$ cat src/rtl/dlf_pkg.sv
package dlf_pkg;

  // Symmetric clip of a signed value to +/-(2^(w-1)-1)
  function automatic logic signed [63:0] clip(input logic signed [63:0] v,
                                              input int unsigned w);
    logic signed [63:0] lim;
    lim = (64'sd1 <<< (w - 1)) - 64'sd1;
    if (v > lim) return lim;
    if (v < -lim) return -lim;
    return v;
  endfunction

endpackage

$ cat src/rtl/dlf_gain_path.sv
module dlf_gain_path #(
  parameter int ERR_W   = 10,
  parameter int COEF_W  = 8,
  parameter int SHIFT_W = 4,
  parameter int TERM_W  = 26
) (
  input  logic signed [ERR_W-1:0]  err,
  input  logic        [COEF_W-1:0] coef,
  input  logic        [SHIFT_W-1:0] shamt,
  output logic signed [TERM_W-1:0] term
);
  localparam int PROD_W = ERR_W + COEF_W + 1;

  logic signed [PROD_W-1:0] prod;
  logic signed [PROD_W-1:0] scaled;

  assign prod   = err * $signed({1'b0, coef});
  assign scaled = prod >>> shamt;
  assign term   = TERM_W'(scaled);
endmodule

$ cat src/rtl/dlf_integrator.sv
module dlf_integrator #(
  parameter int ACC_W = 24,
  parameter int SUM_W = 26
) (
  input  logic                    clk,
  input  logic                    rst,
  input  logic                    hold,
  input  logic signed [SUM_W-1:0] inc,
  output logic signed [ACC_W-1:0] acc_now,
  output logic signed [ACC_W-1:0] acc_q
);
  logic signed [SUM_W-1:0] raw_sum;

  assign raw_sum = SUM_W'(acc_q) + inc;
  assign acc_now = hold ? acc_q
                        : ACC_W'(dlf_pkg::clip(64'(raw_sum), ACC_W));

  always_ff @(posedge clk) begin
    if (rst) acc_q <= '0;
    else     acc_q <= acc_now;
  end
endmodule

$ cat src/rtl/dlf_pole_iir.sv
module dlf_pole_iir #(
  parameter int OUT_W   = 16,
  parameter int SUM_W   = 26,
  parameter int SHIFT_W = 4
) (
  input  logic                     clk,
  input  logic                     rst,
  input  logic signed [SUM_W-1:0]  x,
  input  logic        [SHIFT_W-1:0] shamt,
  output logic signed [OUT_W-1:0]  y_q
);
  localparam int DW = OUT_W + 1;

  logic signed [OUT_W-1:0] x_clip;
  logic signed [DW-1:0]    diff;
  logic signed [DW-1:0]    stp;
  logic signed [OUT_W-1:0] y_next;

  assign x_clip = OUT_W'(dlf_pkg::clip(64'(x), OUT_W));
  assign diff   = DW'(x_clip) - DW'(y_q);
  assign stp    = diff >>> shamt;
  assign y_next = OUT_W'(DW'(y_q) + stp);

  always_ff @(posedge clk) begin
    if (rst) y_q <= '0;
    else     y_q <= y_next;
  end
endmodule

$ cat src/rtl/dpll_loop_filter.sv
module dpll_loop_filter #(
  parameter int ERR_W   = 10,
  parameter int COEF_W  = 8,
  parameter int SHIFT_W = 4,
  parameter int ACC_W   = 24,
  parameter int OUT_W   = 16
) (
  input  logic                      clk,
  input  logic                      rst,
  input  logic                      hold,
  input  logic signed [ERR_W-1:0]   phase_err,
  input  logic        [COEF_W-1:0]  kp_mult,
  input  logic        [SHIFT_W-1:0] kp_shift,
  input  logic        [COEF_W-1:0]  ki_mult,
  input  logic        [SHIFT_W-1:0] ki_shift,
  input  logic        [SHIFT_W-1:0] pole_shift,
  output logic signed [OUT_W-1:0]   ctrl_word
);
  localparam int SUM_W = ACC_W + 2;

  logic signed [SUM_W-1:0] p_term;
  logic signed [SUM_W-1:0] i_inc;
  logic signed [ACC_W-1:0] integ_now;
  logic signed [ACC_W-1:0] integ_q;
  logic signed [SUM_W-1:0] zero_sum;

  dlf_gain_path #(.ERR_W(ERR_W), .COEF_W(COEF_W), .SHIFT_W(SHIFT_W),
                  .TERM_W(SUM_W)) u_prop (
    .err(phase_err), .coef(kp_mult), .shamt(kp_shift), .term(p_term));

  dlf_gain_path #(.ERR_W(ERR_W), .COEF_W(COEF_W), .SHIFT_W(SHIFT_W),
                  .TERM_W(SUM_W)) u_intg (
    .err(phase_err), .coef(ki_mult), .shamt(ki_shift), .term(i_inc));

  dlf_integrator #(.ACC_W(ACC_W), .SUM_W(SUM_W)) u_acc (
    .clk(clk), .rst(rst), .hold(hold), .inc(i_inc),
    .acc_now(integ_now), .acc_q(integ_q));

  // Zero: integral (including this sample) plus proportional
  assign zero_sum = SUM_W'(integ_now) + p_term;

  dlf_pole_iir #(.OUT_W(OUT_W), .SUM_W(SUM_W), .SHIFT_W(SHIFT_W)) u_pole (
    .clk(clk), .rst(rst), .x(zero_sum), .shamt(pole_shift), .y_q(ctrl_word));
endmodule

$ cat config.mk
export PLATFORM = sky130hd
export DESIGN_NAME = dpll_loop_filter
export DESIGN_NICKNAME = d
export VERILOG_FILES = /design/src/rtl/dlf_pkg.sv /design/src/rtl/dlf_gain_path.sv /design/src/rtl/dlf_integrator.sv /design/src/rtl/dlf_pole_iir.sv /design/src/rtl/dpll_loop_filter.sv
export SDC_FILE = /design/constraint.sdc
export NUM_CORES = 1
export LEC_CHECK = 0
export BUFFER_PORTS_ARGS = -buffer_cell sky130_fd_sc_hd__buf_2
export CORE_ASPECT_RATIO = 0.8
export CORE_MARGIN = 2
export CORE_UTILIZATION = 60
export CTS_CLUSTER_DIAMETER = 100
export CTS_CLUSTER_SIZE = 24
export DETAILED_ROUTE_END_ITERATION = 10
export GPL_ROUTABILITY_DRIVEN = 0
export PLACE_DENSITY = 0.78
export SYNTH_ARGS = -nofsm -noshare
export SYNTH_HDL_FRONTEND = slang
export SYNTH_HIERARCHICAL = 1
export SYNTH_SLANG_ARGS = --single-unit
$ cat constraint.sdc
create_clock -name clk -period 15.85 [get_ports clk]
set_input_delay 0.7925 -clock clk [delete_from_list [all_inputs] [get_ports clk]]
set_output_delay 0.7925 -clock clk [all_outputs]
set_load 0.05 [all_outputs]
Word level (Yosys, flattened, before mapping):

Cells that the tools add are included.

* flip-flop bits (word level): 40
* input bits: 41
* output and inout port bits: 16
* logic and storage cells: 30

* add/subtract/negate cells: 4
* multipliers: 2
* $lt $le $gt $ge: 4
* shift operators: 3
* multiplexer cells: 15

Operators by type and width (number)
* 24-bit two-way mux: 5
* 16-bit two-way mux: 4
* 24-bit by 19-bit adder with 25-bit output: 2
* 10-bit by 9-bit multiplier with 19-bit output: 2
* 19-bit by 4-bit >>> shifter with 19-bit output: 2
* 25-bit by 16-bit > comparator with 1-bit output (second input constant): 1
* 25-bit by 24-bit > comparator with 1-bit output (second input constant): 1
* 25-bit by 16-bit < comparator with 1-bit output (second input constant): 1
* 25-bit by 24-bit < comparator with 1-bit output (second input constant): 1
* 17-bit by 4-bit >>> shifter with 16-bit output: 1
* 16-bit by 16-bit subtractor with 17-bit output: 1
* 16-bit adder: 1
* 1-bit two-way mux: 6

Depth between registers and ports, before layout:

* depth in word-level cells: 18
* depth in mapped cells: 67
* mapped depth without buffers: 65

Modules after synthesis:

The synthesis kept the hierarchy.

Modules (own cells, without submodules)
* dlf_gain_path (u_intg): instances 1, cells an instance 560, area each 4329.2 um2, seq. area each 0.0 um2
* dlf_gain_path (u_prop): instances 1, cells an instance 507, area each 4195.3 um2, seq. area each 0.0 um2
* dlf_pole_iir: instances 1, cells an instance 420, area each 3070.4 um2, seq. area each 320.3 um2
* dlf_integrator: instances 1, cells an instance 379, area each 2766.4 um2, seq. area each 480.5 um2
* dpll_loop_filter: instances 1, cells an instance 217, area each 1574.0 um2, seq. area each 0.0 um2

Worst setup path after synthesis:

Ideal clock, no wire load.

* path kind: input-to-reg
* start point: input port ki_mult[2]
* end point: register u_pole.y_q[15]
* setup time: 72 ps
* arrival time: 14148 ps
* required time: 15778 ps
* slack: 1630 ps
* cell stages on the path: 62
* buffers on the path: 2
* cell sequence: clkbuf_1 > and2_1 > fa_1 > inv_1 > fa_1 > inv_1 > fa_1 > inv_1 > fa_1 > inv_1 > ha_1 > a21o_1 > a21o_1 > nor3_1 > a21boi_0 > xor2_1 > mux4_2 > nor2_1 > [26 not listed] > nor2_1 > ha_1 > or3_4 > o31ai_4 > o211ai_2 > xor2_2 > mux2i_4 > mux2i_2 > mux4_2 > ha_1 > a211o_1 > o211ai_1 > a21o_1 > a211o_1 > o21ai_0 > a31oi_1 > or2_2 > mux2i_1

* longest elaborated chain between the ends: 18
* elaborated cells on any way between the ends: 24
* classes of those cells: 4 x add/sub; 1 x mul; 4 x order compare; 2 x shift; 13 x mux

Ends and longest elaborated chain
* start, declared: RTL line dpll_loop_filter.sv:14 `input logic [COEF_W-1:0] ki_mult,`
* 10-bit by 9-bit multiplier with 19-bit output *: RTL line dlf_gain_path.sv:17 `assign prod = err * $signed({1'b0, coef});`
* 19-bit by 4-bit >>> shifter with 19-bit output *: RTL line dlf_gain_path.sv:18 `assign scaled = prod >>> shamt;`
* net i_inc[0]: RTL line dpll_loop_filter.sv:22 `logic signed [SUM_W-1:0] i_inc;`
* 24-bit by 19-bit adder with 25-bit output *: RTL line dlf_integrator.sv:14 `assign raw_sum = SUM_W'(acc_q) + inc;`
* 25-bit by 24-bit < comparator with 1-bit output: RTL line dlf_pkg.sv:9 `if (v < -lim) return -lim;`
* 1-bit two-way mux (2 in a row): RTL line dlf_pkg.sv:9
* 24-bit two-way mux: RTL line dlf_pkg.sv:10 `return v;`
* 24-bit two-way mux *: RTL line dlf_pkg.sv:9
* [1 not listed]
* net integ_now[0]: RTL line dpll_loop_filter.sv:23 `logic signed [ACC_W-1:0] integ_now;`
* [1 not listed]
* net zero_sum[14]: RTL line dpll_loop_filter.sv:25 `logic signed [SUM_W-1:0] zero_sum;`
* 25-bit by 16-bit < comparator with 1-bit output: RTL line dlf_pkg.sv:9
* 1-bit two-way mux (2 in a row): RTL line dlf_pkg.sv:9
* 16-bit two-way mux: RTL line dlf_pkg.sv:10
* 16-bit two-way mux *: RTL line dlf_pkg.sv:9
* 16-bit by 16-bit subtractor with 17-bit output *: RTL line dlf_pole_iir.sv:20 `assign diff = DW'(x_clip) - DW'(y_q);`
* 17-bit by 4-bit >>> shifter with 16-bit output *: RTL line dlf_pole_iir.sv:21 `assign stp = diff >>> shamt;`
* 16-bit adder *: RTL line dlf_pole_iir.sv:22 `assign y_next = OUT_W'(DW'(y_q) + stp);`
* end signal, assigned: RTL line dlf_pole_iir.sv:26 `else y_q <= y_next;`
* end, declared: RTL line dlf_pole_iir.sv:10 `output logic signed [OUT_W-1:0] y_q`

The timed path passes the listed nets; every way through them passes the cells marked *. The select of a mux whose other input is x is not followed.
A chain may end at the register's enable or synchronous reset.

Worst setup path in the final report:

* start point: input port phase_err[7]
* end point: register u_pole.y_q[14]

* longest elaborated chain between the ends: 18
* elaborated cells on any way between the ends: 26
* classes of those cells: 4 x add/sub; 2 x mul; 4 x order compare; 3 x shift; 13 x mux

Ends and longest elaborated chain
* start, declared: RTL line dpll_loop_filter.sv:11 `input logic signed [ERR_W-1:0] phase_err,`
* 10-bit by 9-bit multiplier with 19-bit output *: RTL line dlf_gain_path.sv:17
* 19-bit by 4-bit >>> shifter with 19-bit output *: RTL line dlf_gain_path.sv:18
* net i_inc[8]: RTL line dpll_loop_filter.sv:22
* 24-bit by 19-bit adder with 25-bit output *: RTL line dlf_integrator.sv:14
* 25-bit by 24-bit < comparator with 1-bit output: RTL line dlf_pkg.sv:9
* 1-bit two-way mux (2 in a row): RTL line dlf_pkg.sv:9
* 24-bit two-way mux: RTL line dlf_pkg.sv:10
* 24-bit two-way mux *: RTL line dlf_pkg.sv:9
* [1 not listed]
* net integ_now[0]: RTL line dpll_loop_filter.sv:23
* [1 not listed]
* net zero_sum[22]: RTL line dpll_loop_filter.sv:25
* 25-bit by 16-bit < comparator with 1-bit output: RTL line dlf_pkg.sv:9
* 1-bit two-way mux (2 in a row): RTL line dlf_pkg.sv:9
* 16-bit two-way mux: RTL line dlf_pkg.sv:10
* 16-bit two-way mux *: RTL line dlf_pkg.sv:9
* 16-bit by 16-bit subtractor with 17-bit output *: RTL line dlf_pole_iir.sv:20
* 17-bit by 4-bit >>> shifter with 16-bit output *: RTL line dlf_pole_iir.sv:21
* 16-bit adder *: RTL line dlf_pole_iir.sv:22

Marked as above.

==> impl_results.md <==
* Status: completed
* Most frequent cells in the layout: inv_1, nand2_1, nor2_1
* Relative slew slack at 0.4476
* Global-route wire length before repair at 70120 um
* Flip-flop and latch count after synthesis at 40
* Largest net degree at the start of global routing at 43
* Clk sinks at 40
* Total gr overflow at 0
* Critical path launch point type: input pin
* Leading area contributor after synthesis: fa_1
* Initial Utilization at 0.6084
* DRT Pass-1 Iters at 6
* Largest delay contributor family on the critical path: adder cells
* DIE WIDTH at 186.2 um
* CTS clock-pin slew for the worst setup and hold paths at 0.07 ns
* Arrival time at the worst endpoint at 15.33 ns
* Worst R2R Path Depth at 44
* Post-synth EDFFs at 0
* Final min period at 15.17 ns
* Hold Crit Start: u_acc/acc_q[11]$_SDFF_PP0_
* Hold_buf cts at 0
* FF-to-FF End: u_pole/y_q[14]$_SDFF_PP0_
* DRC at 0
* Share of cells above drive strength 1 at 0.1005
* Critical-path maximum fanout at 16
* Final net count at 2402
* CTS HTree Levels at 2
* Worst stage delay on the critical path at 0.57 ns
* Placed Cells at 2406
* Unique masters post-synth at 120
* Crit. path cell count at 61
* Placement row count at 53
* Remaining antenna violation count at 0
* Worst Setup End Kind: register
* WS Path Type: input pin to register
* Fmax at 0.06590 GHz
* Post-synth net total at 2417
* Top Ports at 57
* Initial antenna violation count at 3
* Setup Skew at 0.008841 ns
* Yosys top cell area share at 0.1709
* Clock Latency Late Sink at 0.29 ns
* Reg2Reg Launch Point: u_acc/acc_q[0]$_SDFF_PP0_
* Min-Delay Endpoint: u_acc/acc_q[11]$_SDFF_PP0_
* Total GRT Usage at 0.3065
* CP required at 16.00 ns
* Synth warn at 6
* Max Slew Vio Count at 0
* DR WL/cell at 17.40 um
* Share of flip-flops with an asynchronous set or reset at 0
* Root Driver: clkbuf_16
* Final Setup Violations at 0
* Synth area leaders: fa_1, ha_1, inv_1, dfxtp_1, a21oi_1
* Final hold vios at 0
* Cells after synthesis at 2083
* Storage cell area at 800.8 um2
* Hold Path Stages at 2
* Transition time of the tightest slew-check pin at 0.8286 ns
* Max_cap viols at 0
* Vias per std cell at 6.262
* Final std cells w/o fill at 2428
* Final period utilization at 0.9574
* Port-buffer cells at 56
* TritonCTS clock tree: yes
* DIE HEIGHT at 149.8 um
* Fill cell count at 2283
* Core Region at 0.02619 mm2
* Post-Synthesis Cell Area at 0.01594 mm2
* HP Class: register to register
* Hpwl dp at 34070 um
* Synthesis-to-layout area growth at 4.138%
* Die ar. at 0.02789 mm2
* Iter 0 DRT Violations at 1562
* Commonest non-fill, non-tap cell in the layout: inv_1
* Ys flop type: dfxtp_1
* CP max-delay cell: or4_1
* Register area share after synthesis at 0.05025
* Critical path's most frequent cell: fa_1
* Area taken by multi-input logic gates at 0.01375 mm2
* Avg Inst Size Synth at 7.650 um2
* CTS buffer count at 5
* Number of global-route vias before repair at 14.39k
* R2r setup slk at 5.78 ns
* Bufs and invs on worst path at 8
* CTS Buffer Depth at 2
* DRT Wirelength at 42260 um
* Via Count at 15.20k
==> repair_timing <==
action                                  CTS  global route
endpoints found under the setup margin    0            12
endpoints found under the hold margin     0             0
buffers inserted                          0            12
resized for setup                         0            38
==> worst max path at each step <==
| stage | from | endpoint | slack (ns) |
|---|---|---|---|
| floorplan | ki_mult[2] | u_pole/y_q[15]$_SDFF_PP0_ | 1.63 |
| global placement | phase_err[9] | u_pole/y_q[15]$_SDFF_PP0_ | 0.55 |
| detailed placement | phase_err[9] | u_pole/y_q[15]$_SDFF_PP0_ | -0.04 |
| CTS | phase_err[9] | u_pole/y_q[15]$_SDFF_PP0_ | 0.29 |
| global route | phase_err[9] | u_pole/y_q[14]$_SDFF_PP0_ | -0.07 |
| finish | phase_err[7] | u_pole/y_q[14]$_SDFF_PP0_ | 0.68 |
==> state kept, by name, summed over array words and instances (netlist names) <==
name / cells
u_acc/acc_q: 24
u_pole/y_q: 16
==> cell families (layout without fill, tap and decap cells) <==
group | Yosys count | count (layout) | share of synthesized area
adders and majority gates | 293 | 293 | 0.2941
buffers and inverters | 359 | 345 | 0.09666
AOI/OAI and AO/OA | 555 | 555 | 0.2454
other | 0 | 2 | 0
muxes | 68 | 68 | 0.05261
DFF | 40 | 40 | 0.05025
xor gates and xnor gates | 81 | 81 | 0.04790
and+or+nand+nor | 687 | 687 | 0.2130
==> Yosys cell counts, types with 6 or more instances <==
cell type  count
inv_1        253
nand2_1      189
nor2_1       172
ha_1         157
a21oi_1      142
fa_1         136
and2_1       108
o21ai_0       56
clkbuf_1      51
a21o_1        49
xnor2_1       46
nor3_1        44
mux2i_1       41
a211oi_1      40
dfxtp_1       40
xor2_1        31
o21ai_1       30
nand3_1       27
nor2b_1       27
a31oi_1       22
nand4_1       20
o21a_1        20
and3_1        18
buf_2         18
buf_4         17
o211ai_1      17
nand2b_1      16
a211o_1       15
mux2_2        13
o32a_1        13
nor4_1        12
or3_1         12
a21oi_2        9
a221oi_1       9
o21bai_1       9
o22ai_1        9
a22oi_1        8
mux4_2         8
buf_6          7
o31a_1         7
or2_2          7
o31ai_1        6
==> stage by stage <==
| stage | TNS (ns) | setup WS (ns) | cell area (um2) | utilization | hold slack, ns |
|---|---|---|---|---|---|
| after floorplan | 0 | 1.630 | 15940 | - | 0.4691 |
| after global placement | 0 | 0.5531 | 16170 | 0.6173 | 0.5051 |
| after detailed placement | -0.07662 | -0.03983 | 16170 | 0.6173 | 0.5113 |
| after CTS | 0 | 0.2949 | 16350 | 0.6241 | 0.5216 |
| after global routing | -0.08198 | -0.06609 | 16590 | 0.6333 | 0.5555 |
| final | 0 | 0.6753 | 16590 | 0.6335 | 0.5271 |
==> worst min-delay path, cell delays in order, from the launching register on <==
cell and delay, ns:
dfxtp_1 0.32, nand2_1 0.08, o22ai_1 0.07
==> area by class of cell <==
cell class                 count  area share
multi-input combinational   1684      0.8284
inverter                     259     0.05858
sequential                    40     0.04825
tap                          357     0.02692
timing repair buffer          78     0.02684
clock buffer                   6    0.008369
clock inverter                 2    0.002337
antenna                        2   0.0003016
==> layer usage <==
layer	vias up	GRT usage	wire length, um
met2	693	0.4768	18380
met5	-	0	13
li1	7245	-	-
met4	2	0.05000	573
met3	72	0.05403	3898
met1	7192	0.4510	19390
Power is left out: the tool's default activity adds up to more than one toggle a clock period on the data nets, which glitch-free logic cannot reach.
